File: config.mk
export PLATFORM = sky130hd
export DESIGN_NAME = vpd_distributor
export DESIGN_NICKNAME = d
export VERILOG_FILES = /design/src/rtl/vpd_pkg.sv /design/src/rtl/vpd_run_track.sv /design/src/rtl/vpd_group_buf.sv /design/src/rtl/vpd_lane_fmt.sv /design/src/rtl/vpd_distributor.sv
export SDC_FILE = /design/constraint.sdc
export NUM_CORES = 1
export LEC_CHECK = 0
export CORE_UTILIZATION = 50
export DETAILED_ROUTE_END_ITERATION = 10
export DONT_BUFFER_PORTS = 1
export SLEW_MARGIN = 20
export SYNTH_ARGS = -nofsm -noshare
export SYNTH_HDL_FRONTEND = slang
export SYNTH_SLANG_ARGS = --single-unit
File: constraint.sdc
create_clock -name clk -period 5.5 [get_ports clk]
set_input_delay 1.1 -clock clk [delete_from_list [all_inputs] [get_ports clk]]
set_output_delay 1.1 -clock clk [all_outputs]
set_load 0.05 [all_outputs]
File: src/rtl/vpd_pkg.sv
// Package: framing symbol codes and byte-mode decoding shared by the distributor.
package vpd_pkg;

    localparam logic [7:0] SYM_BLANK_START   = 8'hBC;
    localparam logic [7:0] SYM_BLANK_PAYLOAD = 8'h3C;
    localparam logic [7:0] SYM_BLANK_END     = 8'h7C;
    localparam logic [7:0] SYM_BLANK_END_RST = 8'hFC;

    // Pixel bytes carried per lane for a byte-mode code (reserved code acts as 3).
    function automatic int pix_bytes(input logic [1:0] mode);
        case (mode)
            2'd1:    return 4;
            2'd2:    return 5;
            default: return 3;
        endcase
    endfunction

    // Control bytes carried per lane for a byte-mode code (reserved code acts as 1).
    function automatic int ctl_bytes(input logic [1:0] mode);
        case (mode)
            2'd1:    return 2;
            2'd2:    return 3;
            default: return 1;
        endcase
    endfunction

endpackage

File: src/rtl/vpd_run_track.sv
// Module: vpd_run_track
// Tracks data-enable runs and the position of each cycle within its set of
// LANES cycles. It reports when the current cycle completes a set, and when a
// run change leaves a partly filled set that must be padded out.
// Assumes: LANES is 1, 2 or 4.
module vpd_run_track #(
    parameter int LANES = 4,
    localparam int IDX_W = (LANES > 1) ? $clog2(LANES) : 1
) (
    input  logic             clk,
    input  logic             rst_n,
    input  logic             de,
    output logic [IDX_W-1:0] slot,
    output logic             grp_done,
    output logic             grp_first,
    output logic             pad_done,
    output logic             pad_first,
    output logic             pad_de
);

    logic [IDX_W-1:0] ph;
    logic             run_de;
    logic             cur_first;
    logic             change;

    // Decode where the current cycle lands and whether a set closes.
    always_comb begin
        change    = (de != run_de);
        pad_done  = change && (ph != '0);
        slot      = change ? '0 : ph;
        grp_done  = (slot == IDX_W'(LANES - 1));
        grp_first = change | cur_first;
        pad_first = cur_first;
        pad_de    = run_de;
    end

    // Advance the set position and remember the run level and first-set status.
    always_ff @(posedge clk) begin
        if (!rst_n) begin
            ph        <= '0;
            run_de    <= 1'b0;
            cur_first <= 1'b1;
        end else begin
            ph        <= grp_done ? '0 : slot + 1'b1;
            run_de    <= de;
            cur_first <= grp_done ? 1'b0 : grp_first;
        end
    end

endmodule

File: src/rtl/vpd_group_buf.sv
// Module: vpd_group_buf
// Collects the cycles of one set into per-lane slots. A completed or padded
// set moves into a pending register for one cycle, together with its run
// level, its first-set flag and a flag saying it is known to be the run's last.
// Assumes: completion and padding never happen on the same edge.
module vpd_group_buf #(
    parameter int LANES = 4,
    parameter int PIX_W = 40,
    parameter int CTL_W = 24,
    localparam int IDX_W = (LANES > 1) ? $clog2(LANES) : 1
) (
    input  logic                   clk,
    input  logic                   rst_n,
    input  logic                   de,
    input  logic [PIX_W-1:0]       pix,
    input  logic [CTL_W-1:0]       ctl,
    input  logic [IDX_W-1:0]       slot,
    input  logic                   grp_done,
    input  logic                   grp_first,
    input  logic                   pad_done,
    input  logic                   pad_first,
    input  logic                   pad_de,
    output logic                   pend_full,
    output logic                   pend_de,
    output logic                   pend_first,
    output logic                   pend_forced,
    output logic [LANES*PIX_W-1:0] pend_pix,
    output logic [LANES*CTL_W-1:0] pend_ctl
);

    logic [LANES*PIX_W-1:0] buf_pix, merge_pix;
    logic [LANES*CTL_W-1:0] buf_ctl, merge_ctl;

    // Place the current cycle into its lane slot on top of the collected ones.
    for (genvar g = 0; g < LANES; g++) begin : g_merge
        assign merge_pix[g*PIX_W +: PIX_W] = (slot == IDX_W'(g)) ? pix : buf_pix[g*PIX_W +: PIX_W];
        assign merge_ctl[g*CTL_W +: CTL_W] = (slot == IDX_W'(g)) ? ctl : buf_ctl[g*CTL_W +: CTL_W];
    end

    // Fill slots, hand finished sets to the pending stage, clear for the next set.
    always_ff @(posedge clk) begin
        if (!rst_n) begin
            buf_pix     <= '0;
            buf_ctl     <= '0;
            pend_pix    <= '0;
            pend_ctl    <= '0;
            pend_full   <= 1'b0;
            pend_de     <= 1'b0;
            pend_first  <= 1'b0;
            pend_forced <= 1'b0;
        end else if (pad_done) begin
            pend_pix    <= buf_pix;
            pend_ctl    <= buf_ctl;
            pend_full   <= 1'b1;
            pend_de     <= pad_de;
            pend_first  <= pad_first;
            pend_forced <= 1'b1;
            buf_pix     <= (LANES*PIX_W)'(pix);
            buf_ctl     <= (LANES*CTL_W)'(ctl);
        end else if (grp_done) begin
            pend_pix    <= merge_pix;
            pend_ctl    <= merge_ctl;
            pend_full   <= 1'b1;
            pend_de     <= de;
            pend_first  <= grp_first;
            pend_forced <= 1'b0;
            buf_pix     <= '0;
            buf_ctl     <= '0;
        end else begin
            buf_pix     <= merge_pix;
            buf_ctl     <= merge_ctl;
            pend_full   <= 1'b0;
        end
    end

    // A set cannot close normally on the edge that pads the previous one.
    assert_pad_excl_R7: assert property (@(posedge clk) disable iff (!rst_n)
        !(grp_done && pad_done));

endmodule

File: src/rtl/vpd_lane_fmt.sv
// Module: vpd_lane_fmt
// Formats one lane's byte slots from its pixel or control word. Active sets
// carry pixel bytes. Blanking sets carry a start or payload marker in the
// first slot, control bytes in the middle slots and an end symbol in the
// last slot.
// Assumes: PIX_W/8 >= CTL_W/8 + 2.
module vpd_lane_fmt
    import vpd_pkg::*;
#(
    parameter int PIX_W = 40,
    parameter int CTL_W = 24,
    localparam int SLOTS = PIX_W / 8,
    localparam int CTL_SLOTS = CTL_W / 8
) (
    input  logic [1:0]       mode,
    input  logic             is_act,
    input  logic             first,
    input  logic             last,
    input  logic             ber,
    input  logic [PIX_W-1:0] pix,
    input  logic [CTL_W-1:0] ctl,
    output logic [PIX_W-1:0] data,
    output logic [SLOTS-1:0] k
);

    // Build the slot bytes and K flags of this lane.
    always_comb begin
        data = '0;
        k    = '0;
        if (is_act) begin
            for (int s = 0; s < SLOTS; s++) begin
                if (s < pix_bytes(mode)) data[s*8 +: 8] = pix[s*8 +: 8];
            end
        end else begin
            data[7:0] = first ? SYM_BLANK_START : SYM_BLANK_PAYLOAD;
            k[0]      = 1'b1;
            if (!first && !last) begin
                for (int c = 0; c < CTL_SLOTS; c++) begin
                    if (c < ctl_bytes(mode)) data[(c+1)*8 +: 8] = ctl[c*8 +: 8];
                end
            end
            if (last) begin
                data[PIX_W-8 +: 8] = ber ? SYM_BLANK_END_RST : SYM_BLANK_END;
                k[SLOTS-1]         = 1'b1;
            end
        end
    end

endmodule

File: src/rtl/vpd_distributor.sv
// Module: vpd_distributor (top)
// Distributes a one-pixel-per-clock video stream over LANES byte lanes. Sets
// of LANES cycles with equal data-enable become one output word. Blanking runs
// are framed per lane. The end of a blanking run is decided from the
// data-enable level of the cycle after the set closes.
// Assumes: byte_mode is static while running; LANES is 1, 2 or 4.
module vpd_distributor
    import vpd_pkg::*;
#(
    parameter int LANES = 4,
    parameter int PIX_W = 40,
    parameter int CTL_W = 24,
    localparam int SLOTS = PIX_W / 8,
    localparam int IDX_W = (LANES > 1) ? $clog2(LANES) : 1
) (
    input  logic                   clk,
    input  logic                   rst_n,
    input  logic [1:0]             byte_mode,
    input  logic                   vsync_n,
    input  logic                   de,
    input  logic [PIX_W-1:0]       pix,
    input  logic [CTL_W-1:0]       ctl,
    output logic [LANES*PIX_W-1:0] lane_data,
    output logic [LANES*SLOTS-1:0] lane_k,
    output logic                   lane_vld,
    output logic                   align_err
);

    logic [IDX_W-1:0]       slot;
    logic                   grp_done, grp_first, pad_done, pad_first, pad_de;
    logic                   pend_full, pend_de, pend_first, pend_forced;
    logic [LANES*PIX_W-1:0] pend_pix, fmt_data;
    logic [LANES*CTL_W-1:0] pend_ctl;
    logic [LANES*SLOTS-1:0] fmt_k;
    logic                   is_last, emit_end, vs_prev, vs_flag, vs_fall;

    vpd_run_track #(.LANES(LANES)) i_track (
        .clk(clk), .rst_n(rst_n), .de(de), .slot(slot),
        .grp_done(grp_done), .grp_first(grp_first),
        .pad_done(pad_done), .pad_first(pad_first), .pad_de(pad_de)
    );

    vpd_group_buf #(.LANES(LANES), .PIX_W(PIX_W), .CTL_W(CTL_W)) i_buf (
        .clk(clk), .rst_n(rst_n), .de(de), .pix(pix), .ctl(ctl), .slot(slot),
        .grp_done(grp_done), .grp_first(grp_first), .pad_done(pad_done),
        .pad_first(pad_first), .pad_de(pad_de),
        .pend_full(pend_full), .pend_de(pend_de), .pend_first(pend_first),
        .pend_forced(pend_forced), .pend_pix(pend_pix), .pend_ctl(pend_ctl)
    );

    // A pending set is its run's last when it was padded or the level has changed.
    always_comb begin
        is_last  = pend_forced | (de != pend_de);
        emit_end = pend_full & ~pend_de & is_last;
        vs_fall  = vs_prev & ~vsync_n;
    end

    for (genvar l = 0; l < LANES; l++) begin : g_lane
        vpd_lane_fmt #(.PIX_W(PIX_W), .CTL_W(CTL_W)) i_fmt (
            .mode(byte_mode), .is_act(pend_de), .first(pend_first),
            .last(is_last), .ber(vs_flag),
            .pix(pend_pix[l*PIX_W +: PIX_W]), .ctl(pend_ctl[l*CTL_W +: CTL_W]),
            .data(fmt_data[l*PIX_W +: PIX_W]), .k(fmt_k[l*SLOTS +: SLOTS])
        );
    end

    // Remember a vsync fall until a blanking end has consumed it.
    always_ff @(posedge clk) begin
        if (!rst_n) begin
            vs_prev <= 1'b1;
            vs_flag <= 1'b0;
        end else begin
            vs_prev <= vsync_n;
            vs_flag <= vs_fall | (vs_flag & ~emit_end);
        end
    end

    // Register the output word and the sticky alignment error.
    always_ff @(posedge clk) begin
        if (!rst_n) begin
            lane_data <= '0;
            lane_k    <= '0;
            lane_vld  <= 1'b0;
            align_err <= 1'b0;
        end else begin
            lane_vld <= pend_full;
            if (pend_full) begin
                lane_data <= fmt_data;
                lane_k    <= fmt_k;
            end
            if (pad_done) align_err <= 1'b1;
        end
    end

    assert_err_sticky_R7: assert property (@(posedge clk) disable iff (!rst_n)
        align_err |=> align_err);

    assert_pend_emitted_R8: assert property (@(posedge clk) disable iff (!rst_n)
        pend_full |=> lane_vld);

    assert_end_in_blank_R4: assert property (@(posedge clk) disable iff (!rst_n)
        (lane_vld && lane_k[SLOTS-1]) |-> lane_k[0]);

    assert_active_no_k_R1: assert property (@(posedge clk) disable iff (!rst_n)
        (lane_vld && !lane_k[0]) |-> (lane_k[SLOTS-1:0] == '0));

    assert_ber_consumed_R5: assert property (@(posedge clk) disable iff (!rst_n)
        $fell(vs_flag) |-> (lane_vld && lane_k[SLOTS-1]
                            && lane_data[PIX_W-8 +: 8] == SYM_BLANK_END_RST));

endmodule

Word-level counts from Yosys, hierarchy flattened. Index checks and enable logic that the tools add are counted.

$add $sub $neg: 1. $lt $le $gt $ge: 8. Eq/ne operators: 7. Muxes and demuxes: 77. Bitwise logic cells: 11. Reductions and logical operators: 9.

Operators by type and width (count): $mux W40 (10); $mux W160 (2); $mux W8 (35); $mux W24 (10); $mux W96 (2); $lt A3 B32 Y1 const A (3); $mux W32 (3); $lt A1 B32 Y1 const A (2); $lt A2 B32 Y1 const A (2); $lt A4 B32 Y1 const A (1); $mux W1 (12); $eq A2 B2 Y1 const B (3); $pmux W3 S2 (1); $and A1 B1 Y1 (4); $eq A2 B1 Y1 const B (2); $not A1 Y1 (4); $pmux W2 S2 (1); $reduce_bool A2 Y1 (2); $or A1 B1 Y1 (3); $reduce_or A3 Y1 (1); $add A2 B1 Y2 const B (1); $logic_and A1 B1 Y1 (2); $logic_not A1 Y1 (2); $logic_not A2 Y1 (1); other kinds (3) (4).

Flip-flop bits (word level): 692. Logic and storage cells: 132.

Logic depth before layout (Yosys ltp).
Word-level depth: 10. Mapped depth: 12.

By module. A second synthesis with hierarchy kept.

Cell total of the unflattened synthesis: 2915. Area total of the unflattened synthesis: 29620.9 um^2.

Modules (own cells, without submodules): vpd_group_buf (instances 1, cells each 2056, area each 20166.8 um^2); vpd_distributor (instances 1, cells each 594, area each 7170.6 um^2); vpd_lane_fmt (instances 4, cells each 62, area each 526.8 um^2); vpd_run_track (instances 1, cells each 17, area each 176.4 um^2).

Worst setup path after synthesis. Ideal clock, no wire load.

Path kind: input-to-reg. From: input de. To: register i_buf.pend_pix[107]. Library setup time: 0.122 ns. Data arrival time: 3.340 ns. Setup slack: 2.039 ns. Stages on the path: 11. Buffers on the path: 4. Cells stage by stage: xnor2_2 buf_2 clkbuf_1 nand2_1 inv_1 ha_1 buf_2 clkbuf_1 mux2i_1 nor2_1 a221o_1.

Cells in the longest elaborated chain, start to end: 6. Elaborated cells between the ends (all ways): 9. Classes of those cells: 3 x eq/ne; 4 x mux; 2 x reduce/logical.

RTL lines: from (decl) (line vpd_distributor.sv:20) `input logic de,`; $ne A1 B1 Y1 (*) (line vpd_run_track.sv:28) `change = (de != run_de);`; $mux W2 (line vpd_run_track.sv:30) `slot = change ? '0 : ph;`; $eq A2 B2 Y1 (line vpd_group_buf.sv:36) `assign merge_pix[g*PIX_W +: PIX_W] = (slot == IDX_W'(g)) ? pix : buf_pix[g*PIX_W +: PIX_W];`; $mux W40 (line vpd_group_buf.sv:36); $mux W160 (line vpd_group_buf.sv:60) `end else if (grp_done) begin`; $mux W160 (line vpd_group_buf.sv:51) `end else if (pad_done) begin`; to (signal assigned) (line vpd_group_buf.sv:52) `pend_pix <= buf_pix;`; to (signal assigned) (line vpd_group_buf.sv:61) `pend_pix <= merge_pix;`; to (decl) (line vpd_group_buf.sv:27) `output logic [LANES*PIX_W-1:0] pend_pix,`.

Mark *: on every way between the ends. The rest lies on a longest branch, timed or not. The select of a mux whose other input is x is not followed. A chain may end at the register's enable or synchronous reset.

Final worst setup path.
From: input de. To: register i_buf.pend_ctl[43].

Cells in the longest elaborated chain, start to end: 6. Elaborated cells between the ends (all ways): 9. Classes of those cells: 3 x eq/ne; 4 x mux; 2 x reduce/logical.

RTL lines: $ne A1 B1 Y1 (*) (line vpd_run_track.sv:28); $mux W2 (line vpd_run_track.sv:30); $eq A2 B1 Y1 (line vpd_group_buf.sv:37) `assign merge_ctl[g*CTL_W +: CTL_W] = (slot == IDX_W'(g)) ? ctl : buf_ctl[g*CTL_W +: CTL_W];`; $mux W24 (line vpd_group_buf.sv:37); $mux W96 (line vpd_group_buf.sv:60); $mux W96 (line vpd_group_buf.sv:51); to (signal assigned) (line vpd_group_buf.sv:53) `pend_ctl <= buf_ctl;`; to (signal assigned) (line vpd_group_buf.sv:62) `pend_ctl <= merge_ctl;`; to (decl) (line vpd_group_buf.sv:28) `output logic [LANES*CTL_W-1:0] pend_ctl`.

Marks and branches as above.

==> reports/qor.yml <==
yosys:
  ys_seq_area_share_pct: 55.3
  syn_area_per_cell_um2: 9.37
  synthCells: 2650
  yosysWarningCount: 0
  yosys-top-cells-area: "dfxtp_1 (55%), nand2_1 (7.4%), mux2i_1 (5.0%), a21oi_1 (3.6%), a22o_1 (3.4%)"
  ys_ff_latch: 686
  synth.most_common_cell: "dfxtp_1"
  synthFlopType: "dfxtp_1"
  yosysTopAreaCell: "dfxtp_1"
  synth_area_mm2: 0.0248
  synth_top_cell_area_share_pct: 55.3
  synth_common_cells: "dfxtp_1 (686), nand2_1 (490), nor2_1 (207), a21oi_1 (179), clkbuf_1 (161)"
  synth_cell_types: 48
  synth-edff-count: 0
  synthArstFlopShare_pct: 0
cells_and_area:
  synthToLayoutAreaGrowth_pct: 10.0
  drive_gt1_share_pct: 6.70
  multi_input_area_mm2: 0.0101
  stdcell_count: 3231
  n_antenna_cell: 0
  fin_nets: 2592
  nFillCells: 4412
  register_area_mm2: 0.0137
clock_tree:
  post_cts_resized: 0
  clk_latency_ns: 0.60
  cts_buffers: 71
  cts_root_buf: "clkbuf_16"
  post_cts_buffers: 0
  clockBufferDepth: 3
  holdBufCountCts: 0
  cts_tree: "built"
  clk_pin_slew_ns: 0.06
  clock_sinks: 686
  cts_max_level: 3
global_routing:
  grt_util_all_layers_pct: 28.5
  grt_pass1_wl_um: 112000
  grt_max_degree: 194
  antenna_found_initial: 0
  first_global_vias: 18362
  grt-ovfl-total: 0
place:
  dp_hpwl_um: 41600
  portBuffers: 0
  dp.cells: 3108
  globalplace.congestion: 0.794
  dp_slack_ns: 1.35
detailed_routing:
  vias: 19349
  route.detailed.drc: 0
  finalWirelength_um: 73600
  ant_nets: 0
  first_iter_violations: 1338
  avgViaCountPerCell: 5.99
  routedWlPerCell_um: 22.8
  first_pass_iters: 5
setup_path:
  reg2reg_slack_ns: 1.99
  critPathLaunchType: "primary input"
  worstPathArrival_ns: 3.96
  worstPathMaxFanout: 34
  cp-end-kind: "register"
  critPathKind: "primary input to register"
  critPathRequiredTime_ns: 5.92
sta:
  fin_crit_sh_pct: 64.3
  slew_viol_final: 0
  finalCriticalPeriod_ns: 3.54
  setup_viol: 0
  tightest_slew_ns: 1.15
  rsz0062_at_grt: "false"
  slew-limit-headroom_pct: 23.1
  setup_slack_ns: 1.96
  timing.hold.ws_ns: 0.437
  finalSetupTns_ns: 0
  fmax_ghz: 0.283
  hold_viol_final: 0
  fin_worst_skew_ns: 0.0132
die:
  die_x_um: 225
  dieArea_mm2: 0.0506
  start_util_pct: 50.7
  core_area_mm2: 0.0490
  rows: 81
  ios: 252
  fp.dieH_um: 225
run:
  drv_cap: 0
power:
  vdd_ir_drop_max_mv: 0.216
  pwr_density_cell_mw_per_mm2: 409
  p_leak_nw: 9.94
status:
  status: "finished clean"
hold_path:
  hold_class: "register to register"
-- metal layers --
| layer | wire (um) | vias up | share of wire (%) | track usage (%) |
|---|---|---|---|---|
| met4 | 2560 | 0 | 3.5 | 10.7 |
| li1 | - | 9038 | - | - |
| met1 | 32300 | 9519 | 44 | 38.4 |
| met2 | 33500 | 656 | 45 | 45.1 |
| met5 | 0 | - | 0 | 0 |
| met3 | 5300 | 136 | 7.2 | 5.77 |
-- through the flow --
step	utilization, %	power [mW]	instance area, um^2
floorplan	-	6.24	24900
global placement	51.1	6.45	25000
detailed placement	51.1	6.47	25000
CTS	55.8	11.2	27300
global route	55.8	11.5	27300
finish	55.8	11.2	27300
-- power by group --
group	total [mW]	internal, mW	switching [mW]
combinational	0.816	0.232	0.585
sequential	5.56	5.17	0.388
clock	4.81	2.89	1.92
total	11.2	8.29	2.90
-- logic make-up (layout without fill, tap and decap cells) --
logic type	count (synthesis)	after routing	synth area share (%)
compound gates	709	709	19.3
xor+xnor	3	3	0.166
fa+ha+maj	4	4	0.202
buf+inv	262	168	4.88
flops	686	686	55.3
mux	124	124	5.00
other cells	1	12	0.0151
simple gates	861	861	15.2
-- critical path, stage by stage --
cell and delay (ns):
xnor2_4 0.71, nand2_1 0.25, inv_1 0.17, ha_4 0.66, buf_4 0.44, mux2i_1 0.31
nand3_1 0.12, nand2_1 0.12, a31oi_1 0.04
-- cells in the final DEF (no fill, tap or decap), types with 4 or more instances in the layout --
master     synthesis  layout
dfxtp_1          686     683
nand2_1          490     486
nor2_1           207     203
a21oi_1          179     178
o21ai_0          127     127
mux2i_1          124     124
a22o_1            95      95
a22oi_1           93      93
clkbuf_16          0      73
a31oi_1           72      72
a221o_1           67      67
and4_1            64      64
nand3_1           43      42
nor2b_1           34      33
buf_4             20      32
a2bb2oi_1         28      28
o22ai_1           21      21
clkbuf_1         161      20
clkbuf_8           0      17
conb_1             1      12
inv_1             11      10
o2bb2ai_1         10      10
clkinv_2           0       7
nand2b_1           5       5
bufinv_16          0       5
nor2_2             2       4
nor3_1             5       4
o21ai_1            4       4
-- sequential cells by signal, indices dropped and copies added (netlist names), 2 cells and up --
name and count:
i_track.ph 2, i_buf.buf_pix 160, lane_k 2, lane_data 160, i_buf.pend_ctl 96, i_buf.buf_ctl 96
i_buf.pend_pix 160
-- final cells by class --
| type | count | area share [%] |
|---|---|---|
| Clock inverter | 12 | 0.678 |
| Clock buffer | 110 | 7.82 |
| Multi-Input combinational cell | 1713 | 36.9 |
| Sequential cell | 686 | 50.3 |
| Timing Repair Buffer | 35 | 1.08 |
| Tap cell | 664 | 3.04 |
| Inverter | 11 | 0.169 |
-- final timing paths --
path	start	end	cells past startpoint
max	de	i_buf.pend_ctl[43]	9
min	i_buf.pend_pix[151]	i_buf.pend_pix[151]	2
max reg2reg	i_track.pad_de	i_buf.pend_ctl[43]	9
min reg2reg	i_buf.pend_pix[151]	i_buf.pend_pix[151]	2
No activity file was read; power rests on OpenSTA's default activity.
